[config.mk]
export PLATFORM = sky130hd
export DESIGN_NAME = mpr_ts_rebuild
export DESIGN_NICKNAME = d
export VERILOG_FILES = /design/src/rtl/mpr_pkg.sv /design/src/rtl/mpr_word_decode.sv /design/src/rtl/mpr_chan_slot.sv /design/src/rtl/mpr_byte_serial.sv /design/src/rtl/mpr_ts_rebuild.sv
export SDC_FILE = /design/constraint.sdc
export NUM_CORES = 1
export LEC_CHECK = 0
export BUFFER_PORTS_ARGS = -buffer_cell sky130_fd_sc_hd__clkbuf_2
export CORE_MARGIN = 3
export CORE_UTILIZATION = 32
export CTS_CLUSTER_DIAMETER = 40
export CTS_CLUSTER_SIZE = 30
export DETAILED_ROUTE_END_ITERATION = 16
export GPL_ROUTABILITY_DRIVEN = 0
export PLACE_DENSITY = 0.53
export SLEW_MARGIN = 30
export SYNTH_ARGS = -nofsm -noshare
export SYNTH_HDL_FRONTEND = slang
export SYNTH_SLANG_ARGS = --single-unit
[constraint.sdc]
create_clock -name clk -period 3.09 [get_ports clk]
set_clock_uncertainty 0.05 [all_clocks]
set_input_delay 0.309 -clock clk [delete_from_list [all_inputs] [get_ports clk]]
set_output_delay 0.309 -clock clk [all_outputs]
set_load 0.05 [all_outputs]
[src/rtl/mpr_pkg.sv]
package mpr_pkg;

    localparam int WORD_W    = 32;
    localparam int PAY_BYTES = 3;
    localparam int SEQ_W     = 3;
    localparam int CODE_W    = 3;

    // Field layout of one fragment word, most significant first.
    typedef struct packed {
        logic [CODE_W-1:0]      code;
        logic [SEQ_W-1:0]       seq;
        logic                   first;
        logic                   ovf;
        logic [PAY_BYTES*8-1:0] pay;
    } frag_word_t;

endpackage

[src/rtl/mpr_word_decode.sv]
module mpr_word_decode
    import mpr_pkg::*;
#(
    parameter int NUM_CH = 4,
    parameter int CH_W   = 2
) (
    input  logic [WORD_W-1:0]      word,
    output logic                   chan_hit,
    output logic [CH_W-1:0]        chan,
    output logic                   first,
    output logic                   ovf,
    output logic [SEQ_W-1:0]       seq,
    output logic [PAY_BYTES*8-1:0] pay
);

    frag_word_t        fw;
    logic [CODE_W-1:0] code_m1;

    always_comb begin
        fw       = frag_word_t'(word);
        code_m1  = fw.code - CODE_W'(1);
        chan_hit = (fw.code != '0) && (int'(fw.code) <= NUM_CH);
        chan     = code_m1[CH_W-1:0];
        first    = fw.first;
        ovf      = fw.ovf;
        seq      = fw.seq;
        pay      = fw.pay;
    end

endmodule

[src/rtl/mpr_chan_slot.sv]
module mpr_chan_slot
    import mpr_pkg::*;
#(
    parameter int FRAGS = 63,
    parameter int FW    = $clog2(FRAGS)
) (
    input  logic             clk,
    input  logic             rst_n,
    input  logic             sel,
    input  logic             first,
    input  logic [SEQ_W-1:0] seq,
    output logic             keep,
    output logic [FW-1:0]    frag_idx,
    output logic             seq_bad
);

    typedef struct packed {
        logic [FW-1:0]    frag;
        logic [SEQ_W-1:0] last_seq;
        logic             seen;
    } slot_t;

    slot_t            st_d, st_q;
    logic [SEQ_W-1:0] want_seq;

    always_comb begin
        want_seq = st_q.last_seq + SEQ_W'(1);
        frag_idx = first ? '0 : st_q.frag;
        keep     = first || (st_q.frag != '0);
        seq_bad  = st_q.seen && (seq != want_seq);

        st_d = st_q;
        if (sel && keep) begin
            st_d.frag     = (frag_idx == FW'(FRAGS - 1)) ? '0 : frag_idx + FW'(1);
            st_d.last_seq = seq;
            st_d.seen     = 1'b1;
        end
    end

    always_ff @(posedge clk or negedge rst_n) begin
        if (!rst_n) st_q <= '0;
        else        st_q <= st_d;
    end

    AST_FRAG_IN_RANGE: assert property (@(posedge clk) disable iff (!rst_n)
        int'(st_q.frag) < FRAGS);
    AST_DROP_NO_STATE: assert property (@(posedge clk) disable iff (!rst_n)
        (sel && !keep) |=> $stable(st_q));

endmodule

[src/rtl/mpr_byte_serial.sv]
module mpr_byte_serial
    import mpr_pkg::*;
#(
    parameter int CH_W = 2
) (
    input  logic                   clk,
    input  logic                   rst_n,
    input  logic                   load,
    input  logic [PAY_BYTES*8-1:0] payload,
    input  logic                   two_only,
    input  logic [CH_W-1:0]        chan,
    input  logic                   sop_first,
    input  logic                   eop_last,
    input  logic                   out_ready,
    output logic                   out_valid,
    output logic [7:0]             out_data,
    output logic [CH_W-1:0]        out_chan,
    output logic                   out_sop,
    output logic                   out_eop,
    output logic                   busy
);

    typedef struct packed {
        logic                   busy;
        logic [1:0]             idx;
        logic [1:0]             last;
        logic [PAY_BYTES*8-1:0] bytes;
        logic [CH_W-1:0]        chan;
        logic                   sopf;
        logic                   eopf;
    } ser_t;

    ser_t       st_d, st_q;
    logic [7:0] lane [PAY_BYTES];

    for (genvar g = 0; g < PAY_BYTES; g++) begin : g_lane
        assign lane[g] = st_q.bytes[(PAY_BYTES-1-g)*8 +: 8];
    end

    always_comb begin
        st_d = st_q;
        if (st_q.busy && out_ready) begin
            if (st_q.idx == st_q.last) st_d.busy = 1'b0;
            else                       st_d.idx  = st_q.idx + 2'd1;
        end
        if (load) begin
            st_d.busy  = 1'b1;
            st_d.idx   = 2'd0;
            st_d.last  = two_only ? 2'd1 : 2'(PAY_BYTES - 1);
            st_d.bytes = payload;
            st_d.chan  = chan;
            st_d.sopf  = sop_first;
            st_d.eopf  = eop_last;
        end
    end

    always_ff @(posedge clk or negedge rst_n) begin
        if (!rst_n) st_q <= '0;
        else        st_q <= st_d;
    end

    always_comb begin
        busy      = st_q.busy;
        out_valid = st_q.busy;
        out_data  = lane[st_q.idx];
        out_chan  = st_q.chan;
        out_sop   = st_q.sopf && (st_q.idx == 2'd0);
        out_eop   = st_q.eopf && (st_q.idx == st_q.last);
    end

    AST_HOLD_UNDER_STALL: assert property (@(posedge clk) disable iff (!rst_n)
        (out_valid && !out_ready) |=> (out_valid && $stable(out_data) && $stable(out_chan)));
    AST_NO_LOAD_WHILE_BUSY: assert property (@(posedge clk) disable iff (!rst_n)
        load |-> !busy);

endmodule

[src/rtl/mpr_ts_rebuild.sv]
module mpr_ts_rebuild
    import mpr_pkg::*;
#(
    parameter int NUM_CH = 4,
    parameter int FRAGS  = 63,
    parameter int CH_W   = (NUM_CH > 1) ? $clog2(NUM_CH) : 1,
    parameter int FW     = $clog2(FRAGS)
) (
    input  logic              clk,
    input  logic              rst_n,
    input  logic [WORD_W-1:0] in_data,
    input  logic              in_valid,
    output logic              in_ready,
    output logic [7:0]        out_data,
    output logic [CH_W-1:0]   out_chan,
    output logic              out_sop,
    output logic              out_eop,
    output logic              out_valid,
    input  logic              out_ready,
    output logic [NUM_CH-1:0] seq_err,
    output logic              ovf_pulse
);

    typedef struct packed {
        logic [NUM_CH-1:0] seq_err;
        logic              ovf;
    } stat_t;

    logic                   dec_hit, dec_first, dec_ovf;
    logic [CH_W-1:0]        dec_chan;
    logic [SEQ_W-1:0]       dec_seq;
    logic [PAY_BYTES*8-1:0] dec_pay;

    logic [NUM_CH-1:0] slot_sel, slot_keep, slot_bad;
    logic [FW-1:0]     slot_frag [NUM_CH];

    logic          accept, load, ser_busy;
    logic          keep_sel, bad_sel;
    logic [FW-1:0] frag_sel;
    stat_t         stat_d, stat_q;

    mpr_word_decode #(.NUM_CH(NUM_CH), .CH_W(CH_W)) u_dec (
        .word     (in_data),
        .chan_hit (dec_hit),
        .chan     (dec_chan),
        .first    (dec_first),
        .ovf      (dec_ovf),
        .seq      (dec_seq),
        .pay      (dec_pay)
    );

    for (genvar c = 0; c < NUM_CH; c++) begin : g_slot
        assign slot_sel[c] = accept && dec_hit && (dec_chan == CH_W'(c));
        mpr_chan_slot #(.FRAGS(FRAGS), .FW(FW)) u_slot (
            .clk      (clk),
            .rst_n    (rst_n),
            .sel      (slot_sel[c]),
            .first    (dec_first),
            .seq      (dec_seq),
            .keep     (slot_keep[c]),
            .frag_idx (slot_frag[c]),
            .seq_bad  (slot_bad[c])
        );
    end

    always_comb begin
        in_ready = !ser_busy;
        accept   = in_valid && in_ready;
        keep_sel = dec_hit && slot_keep[dec_chan];
        bad_sel  = slot_bad[dec_chan];
        frag_sel = slot_frag[dec_chan];
        load     = accept && keep_sel;

        stat_d = '0;
        if (load) begin
            stat_d.ovf = dec_ovf;
            if (bad_sel) stat_d.seq_err[dec_chan] = 1'b1;
        end
    end

    always_ff @(posedge clk or negedge rst_n) begin
        if (!rst_n) stat_q <= '0;
        else        stat_q <= stat_d;
    end

    assign seq_err   = stat_q.seq_err;
    assign ovf_pulse = stat_q.ovf;

    mpr_byte_serial #(.CH_W(CH_W)) u_ser (
        .clk       (clk),
        .rst_n     (rst_n),
        .load      (load),
        .payload   (dec_pay),
        .two_only  (frag_sel == FW'(FRAGS - 1)),
        .chan      (dec_chan),
        .sop_first (frag_sel == '0),
        .eop_last  (frag_sel == FW'(FRAGS - 1)),
        .out_ready (out_ready),
        .out_valid (out_valid),
        .out_data  (out_data),
        .out_chan  (out_chan),
        .out_sop   (out_sop),
        .out_eop   (out_eop),
        .busy      (ser_busy)
    );

    AST_SEQ_ONE_CHANNEL: assert property (@(posedge clk) disable iff (!rst_n)
        $onehot0(seq_err));
    AST_IGNORED_SILENT: assert property (@(posedge clk) disable iff (!rst_n)
        (accept && !dec_hit) |=> (!out_valid && !ovf_pulse && seq_err == '0));
    AST_READY_LOW_BUSY: assert property (@(posedge clk) disable iff (!rst_n)
        out_valid |-> !in_ready);
    AST_SOP_EOP_APART: assert property (@(posedge clk) disable iff (!rst_n)
        out_valid |-> !(out_sop && out_eop));

endmodule

==> results of run 1 <==
[per-stage QoR]
stage	setup WS [ps]	power, µW	util [%]	instances	hold WS (ps)
2_1_floorplan	412	3120	-	407	-36.6
3_3_place_gp	487	3510	36.5	623	376
3_5_place_dp	358	3560	36.5	623	357
4_1_cts	606	4720	39.0	640	140
5_1_grt	439	4960	39.0	640	141
6_report	562	4660	39.0	640	151
[state kept, by name, indices dropped and copies added (netlist names)]
| name | count |
|---|---|
| g_slot.u_slot.st_q | 40 |
| u_ser.lane | 24 |
| u_ser.st_q | 5 |
| seq_err | 4 |
| u_ser.out_chan | 2 |
| ovf_pulse | 1 |
| u_ser.busy | 1 |
[power by group through the flow]
stage | combinational [µW] | sequential, µW | clock (µW)
after floorplan | 1500 | 1620 | 0
after global placement | 1790 | 1720 | 0
after detailed placement | 1820 | 1730 | 0
after CTS | 1840 | 1720 | 1170
after global routing | 1970 | 1770 | 1210
final | 1810 | 1720 | 1130
[final timing paths]
kind,from,end
min in group asynchronous,rst_n,ovf_pulse
setup / recovery,g_slot[0].u_slot.st_q[7],g_slot[0].u_slot.st_q[2]
hold reg to reg,g_slot[1].u_slot.st_q[0],g_slot[1].u_slot.st_q[0]
hold / removal,in_data[0],u_ser.lane[0]
max in group asynchronous,rst_n,g_slot[2].u_slot.st_q[4]
setup reg to reg,g_slot[0].u_slot.st_q[7],g_slot[0].u_slot.st_q[2]
[per-layer routing]
metal	vias up	global-route usage (%)	share of wire (%)	wire, µm
li1	1559	-	-	-
met3	18	3.32	6.4	653
met4	0	5.07	1.8	185
met5	-	0	0	0
met2	78	22.0	45	4550
met1	1558	19.2	47	4810
[area by class of cell]
class | count | share of cell area, %
clock inverter | 7 | 1.85
multi-input combinational | 291 | 44.8
sequential | 77 | 36.9
tap | 176 | 4.22
clock buffer | 9 | 4.31
inverter | 17 | 1.22
timing repair buffer | 63 | 6.64
[layout by cell type (no fill, tap or decap), types with 6 or more instances in the layout]
cell type  count
o21ai_0       23
nor3b_1        6
nor2b_1        8
clkbuf_16      9
xor2_1         6
and3_1         6
dfrtp_1       77
mux2_4        24
mux2i_1       13
mux2_2         6
nand3_1       17
clkbuf_2      53
inv_1         17
nand2b_1       9
nor2_1        16
mux2_1         6
nor4_1         6
ha_1          18
buf_4          8
nand2_1       42
o31ai_1        9
xnor2_1        9
[logic make-up (layout without fill, tap and decap cells)]
logic type / count (synthesis) / after routing
and+or+nand+nor: 137 / 137
DFF: 77 / 77
AOI/OAI and AO/OA: 64 / 64
muxes: 53 / 53
buffers and inverters: 39 / 96
xor gates and xnor gates: 19 / 19
adders and majority gates: 18 / 18
[critical path, delay by kind of cell (launching register included)]
family / cells / cell delay, ps
multiplexers: 1 / 340
buffers and inverters: 1 / 290
AO/OA/AOI/OAI: 1 / 760
flip-flops: 1 / 470
AND/OR/NAND/NOR: 2 / 490
[synth_stat cells (5+ instances only)]
| cell type | count |
|---|---|
| clkbuf_1 | 7 |
| ha_1 | 18 |
| xor2_1 | 6 |
| nor2_1 | 16 |
| nor2b_1 | 8 |
| mux2_4 | 24 |
| nor3b_1 | 6 |
| nor4_1 | 6 |
| nand3_1 | 17 |
| o41ai_1 | 5 |
| nand2_1 | 42 |
| inv_1 | 17 |
| xnor2_1 | 9 |
| o31ai_1 | 9 |
| mux2_2 | 6 |
| nand2b_1 | 9 |
| mux2i_1 | 13 |
| buf_2 | 7 |
| and3_1 | 6 |
| o21ai_0 | 23 |
| dfrtp_1 | 77 |
| mux2_1 | 6 |
[timing repair]
item	CTS	global route
hold buffers	1	0
setup endpoints to repair	0	0
resized for setup	0	0
endpoints found under the hold margin	10	0
setup buffers	0	0
==> impl_metrics.yaml, run 1 <==
setup_path:
  cp-start-kind: "flop"
  slowest_stage: "o211ai_1"
  path_max_fanout: 11
  rr_worst_depth: 5
  max_stage_delay_ps: 760
  arrival_ps: 2690
  crit_chain: "nor4_1 -> nand2_1 -> o211ai_1 -> buf_4 -> mux2_2"
  cp.required_ps: 3250
  reg2reg_slack_ps: 560
  critical_path_class: "flop to flop"
  endpoint_kind: "flop"
layout:
  multi_input_area_um2: 2340
  drive_gt1_share_pct: 25.9
  seq_area_um2: 1930
  nets: 513
  diodes: 0
  syn2layout_area_growth_pct: 17.2
  num-fill-cells: 1332
  final_cell_area_um2: 5220
power:
  switching_share_pct: 38.3
  p_sw_uw: 1790
  p_clk_share_pct: 24.3
  power_density_nw_per_um2: 892
  comb_power_share_pct: 38.8
  ir_drop_mv: 0.273
  pwr-share-seq_pct: 36.9
  power_leakage_uw: 0.00241
  internal_power_uw: 2870
timing:
  setup_tns_ps: 0
  setup_viol_count_final: 0
  worst_pin_slew_ps: 931
  finalCritPeriodShare_pct: 81.8
  final_max_slew_viol_count: 0
  relSlewSlack_pct: 37.7
  finalHoldViolations: 0
  fmax_mhz: 396
  grt_setup_unrepaired: "false"
  fin_crit_ps: 2530
place:
  placed_area_um2: 4890
  numPortBuffers: 54
  hpwl_um: 7420
min_path:
  min_path_cells: 2
  hold_class: "input pin to flop"
yosys:
  synthCells: 407
  yosysTopAreaCell: "dfrtp_1"
  syn_avg_cell_area_um2: 10.9
  yosysWarningCount: 0
  synthTopCellsByArea: "dfrtp_1 (43%), mux2_4 (8.1%), ha_1 (5.1%)"
  async_reset_ff_share_pct: 100
  synthMuxAreaShare_pct: 16.1
  synth_simple_gate_area_share_pct: 16.9
  netlist.area_leader.share_pct: 43.3
  synth_cell_type_count: 52
  seq_area_frac_synth_pct: 43.3
  synth_top_family_by_area: "simple AND/OR/NAND/NOR gates"
  ys_ff_latch: 77
  synth_adder_area_share_pct: 5.06
  synthFlopType: "dfrtp_1"
  synthXorXnorAreaFrac_pct: 4.97
  syn-num-nets: 461
  synth_area_um2: 4450
  synth_compound_area_share_pct: 9.53
  synth_edf_count: 0
clock_tree:
  numCtsBuffers: 9
  clockBufferDepth: 2
  cts.sinks: 77
  htreeDepth: 3
  cts_tree: "built"
  clk_pin_slew_ps: 60
  root_buffer: "clkbuf_16"
  clock_latency_ps: 330
floorplanning:
  dieArea_um2: 15400
  core_region_area_um2: 13400
  io_pins: 55
  die_h_um: 124
  start_util_pct: 33.2
  std_cell_rows: 42
  fp.dieW_um: 124
global_routing:
  antenna_found_initial: 0
  grt_max_degree: 78
  grt_pass1_vias: 3215
  grt_first_pass_wirelength_um: 16800
  grt_usage_pct: 14.1
  overflow: 0
detailed_routing:
  drtIter0Drc: 213
  postRouteAntennaNets: 0
  drcViolationCount: 0
  via_per_inst: 5.02
  wl_um: 10200
  vias: 3213
  wire_per_inst_um: 15.9
  dr.pass1.iters: 4
run_status:
  outcome: "completed"
job:
  maxCapViolations: 0
No activity file was read; power rests on OpenSTA's default activity.
==> run 2: changes to the inputs <==
- ABC_AREA: default -> 1
- clock period: 3.09 -> 2.4 ns (I/O delays scaled with it)
==> run 2 against run 1 <==
Largest power group unchanged. Sequential share of layout area fell by 1.0 points. Sequential power increased by 35%. Global-route usage is 0.98 points higher. Combinational power increased by 52%. Clock power rose by 31%. Synthesized area increased by 4.3%. Non-clock buffer count decreased by 2. Cell area is 2.9% higher. Cell count grew 33%. Critical endpoint is now out_data[4]. Register-to-register slack worse by 100 ps.
==> impl_metrics.yaml, run 2 <==
layout:
  nets: 719
  syn2layout_area_growth_pct: 15.6
  diodes: 0
  final_cell_area_um2: 5370
  utilization_pct: 38.2
  layout_common_cells: "nand2_1 (208), nand3_1 (77), dfrtp_1 (77)"
  regMostFlops: "g_slot.u_slot.st_q"
  final_common_cell: "nand2_1"
  instances_no_fill: 850
  largest_reg_flops: 40
  drive_gt1_share_pct: 15.7
setup_path:
  slowest_stage: "dfrtp_1"
  arrival_ps: 1940
  reg2reg_slack_ps: 460
  cp-start-kind: "flop"
  rr_worst_depth: 7
  critical_path_class: "flop to output port"
  reg2reg_from: "u_ser.busy"
  endpoint_kind: "output port"
  cp.required_ps: 2110
  rr_endpoint: "g_slot[3].u_slot.st_q[4]"
  max_stage_delay_ps: 560
  path_max_fanout: 11
  crit_chain: "clkinv_1 -> buf_4 -> nand3_1 -> o21ai_0 -> clkbuf_2"
floorplanning:
  dieArea_um2: 16000
  die_h_um: 126
  fp.dieW_um: 126
  std_cell_rows: 43
  io_pins: 55
  core_region_area_um2: 14000
  start_util_pct: 33.1
yosys:
  synthCells: 615
  syn-num-nets: 669
  synthMostInstantiatedCell: "nand2_1"
  synth_area_um2: 4640
  synthTopCellsByArea: "dfrtp_1 (41%), nand2_1 (17%), nand3_1 (8.3%)"
  ys_ff_latch: 77
  yosysTopAreaCell: "dfrtp_1"
  seq_area_frac_synth_pct: 41.5
  netlist.area_leader.share_pct: 41.5
  synth_common_cells: "nand2_1 (208), dfrtp_1 (77), nand3_1 (77), inv_1 (54), nor2_1 (43)"
  synth_edf_count: 0
  async_reset_ff_share_pct: 100
  synth_cell_type_count: 32
  syn_avg_cell_area_um2: 7.55
  synthFlopType: "dfrtp_1"
  yosysWarningCount: 0
timing:
  finalHoldViolations: 0
  setup_tns_ps: 0
  setup_viol_count_final: 0
  fmax_mhz: 448
  grt_setup_unrepaired: "false"
  worst_pin_slew_ps: 516
  finalCritPeriodShare_pct: 93.1
  relSlewSlack_pct: 65.5
  final_max_slew_viol_count: 0
  fin_crit_ps: 2230
clock_tree:
  clock_latency_ps: 340
  post_cts_buffers: 0
  numCtsBuffers: 9
  cts.repair.resized: 0
  cts_tree: "built"
  clockBufferDepth: 2
  cts.sinks: 77
  clk_pin_slew_ps: 60
  root_buffer: "clkbuf_16"
  htreeDepth: 3
min_path:
  min_to: "ovf_pulse"
  min_path_cells: 3
  hold_class: "input pin to flop"
  min_from: "in_data[24]"
place:
  dp.cells: 833
  hpwl_um: 8520
  placed_area_um2: 5030
  numPortBuffers: 54
power:
  switching_share_pct: 44.4
  ir_drop_mv: 0.394
  comb_power_share_pct: 42.0
  power_density_nw_per_um2: 1220
  internal_power_uw: 3640
  p_clk_share_pct: 22.6
  pwr-share-seq_pct: 35.4
  p_sw_uw: 2910
  total_power_uw: 6550
  power_leakage_uw: 0.00276
detailed_routing:
  vias: 4040
  postRouteAntennaNets: 0
  via_per_inst: 4.75
  wire_per_inst_um: 13.7
  wl_um: 11600
  drcViolationCount: 0
  drtIter0Drc: 287
  dr.pass1.iters: 4
global_routing:
  grt_first_pass_wirelength_um: 19600
  grt_max_degree: 78
  antenna_found_initial: 0
  grt_pass1_vias: 3951
  overflow: 0
  grt_usage_pct: 15.1
run_status:
  outcome: "completed"
job:
  maxCapViolations: 0
## run 2: cell count changes after synthesis, moves of 10 or more
cell     before  now
mux2i_1      13    0
mux2_4       24    0
nand3_1      17   77
inv_1        17   54
o22ai_1       3   14
o21ai_0      23   33
nor2_1       16   43
nand2_1      42  208
## run 2: worst max-delay path: cells and delay by family, from the launching register on
kind / cells / cell delay [ps]
flip-flops: 1 / 560
buffers and inverters: 3 / 840
AND/OR/NAND/NOR: 1 / 80
AO/OA/AOI/OAI: 1 / 120
## run 2: layer usage
| layer | vias up | global-route usage, % | wire, µm | share of wire, % |
|---|---|---|---|---|
| met2 | 88 | 23.1 | 5150 | 44 |
| met1 | 1873 | 20.7 | 5660 | 49 |
| li1 | 2060 | - | - | - |
| met5 | - | 0 | 0 | 0 |
| met4 | 0 | 6.94 | 308 | 2.6 |
| met3 | 19 | 2.78 | 529 | 4.5 |
## run 2: per-stage QoR
step	hold WS, ps	setup WS, ps
floorplan	-106	30.7
global placement	250	441
detailed placement	253	373
CTS	26.4	146
global route	43.5	14.8
finish	36.4	165
## run 2: timing repair
action                                  4_1_cts  5_1_grt
hold buffers                                  1        0
hold endpoints to repair                     77        0
endpoints found under the setup margin        0        0
## run 2: worst max path at each step
stage	from	endpoint	slack [ps]	depth (start not counted)
after floorplan	u_ser.st_q[30]	out_data[1]	30	5
after global placement	in_data[29]	g_slot[3].u_slot.st_q[2]	440	12
after detailed placement	in_data[29]	g_slot[3].u_slot.st_q[4]	370	11
after CTS	u_ser.st_q[30]	out_data[4]	150	5
after global routing	u_ser.st_q[30]	out_data[4]	10	5
final	u_ser.st_q[30]	out_data[4]	170	5
## run 2: cell type report
class / count / area, µm²
clock inverter: 7 / 98.8
clock buffer: 9 / 225
multi-input combinational: 454 / 2310
fill: 1457 / 8670
timing repair buffer: 61 / 340
sequential: 77 / 1930
tap: 180 / 225
inverter: 62 / 238
## run 2: cell families (layout without fill, tap and decap cells)
family                     count (synthesis)  count (layout)  synth area share (%)
DFF                                       77              77                  41.5
xor gates and xnor gates                  26              26                  4.90
AOI/OAI and AO/OA                         52              52                  5.98
and+or+nand+nor                          358             358                  34.1
adders and majority gates                 18              18                  4.85
buffers and inverters                     84             139                  8.67
## run 2: power by group through the flow
stage	Sequential [µW]	Clock, µW	Combinational [µW]
final	2320	1480	2750
after global routing	2410	1570	3090
after CTS	2320	1510	2790
after detailed placement	2330	0	2780
after global placement	2330	0	2720
after floorplan	2200	0	2240
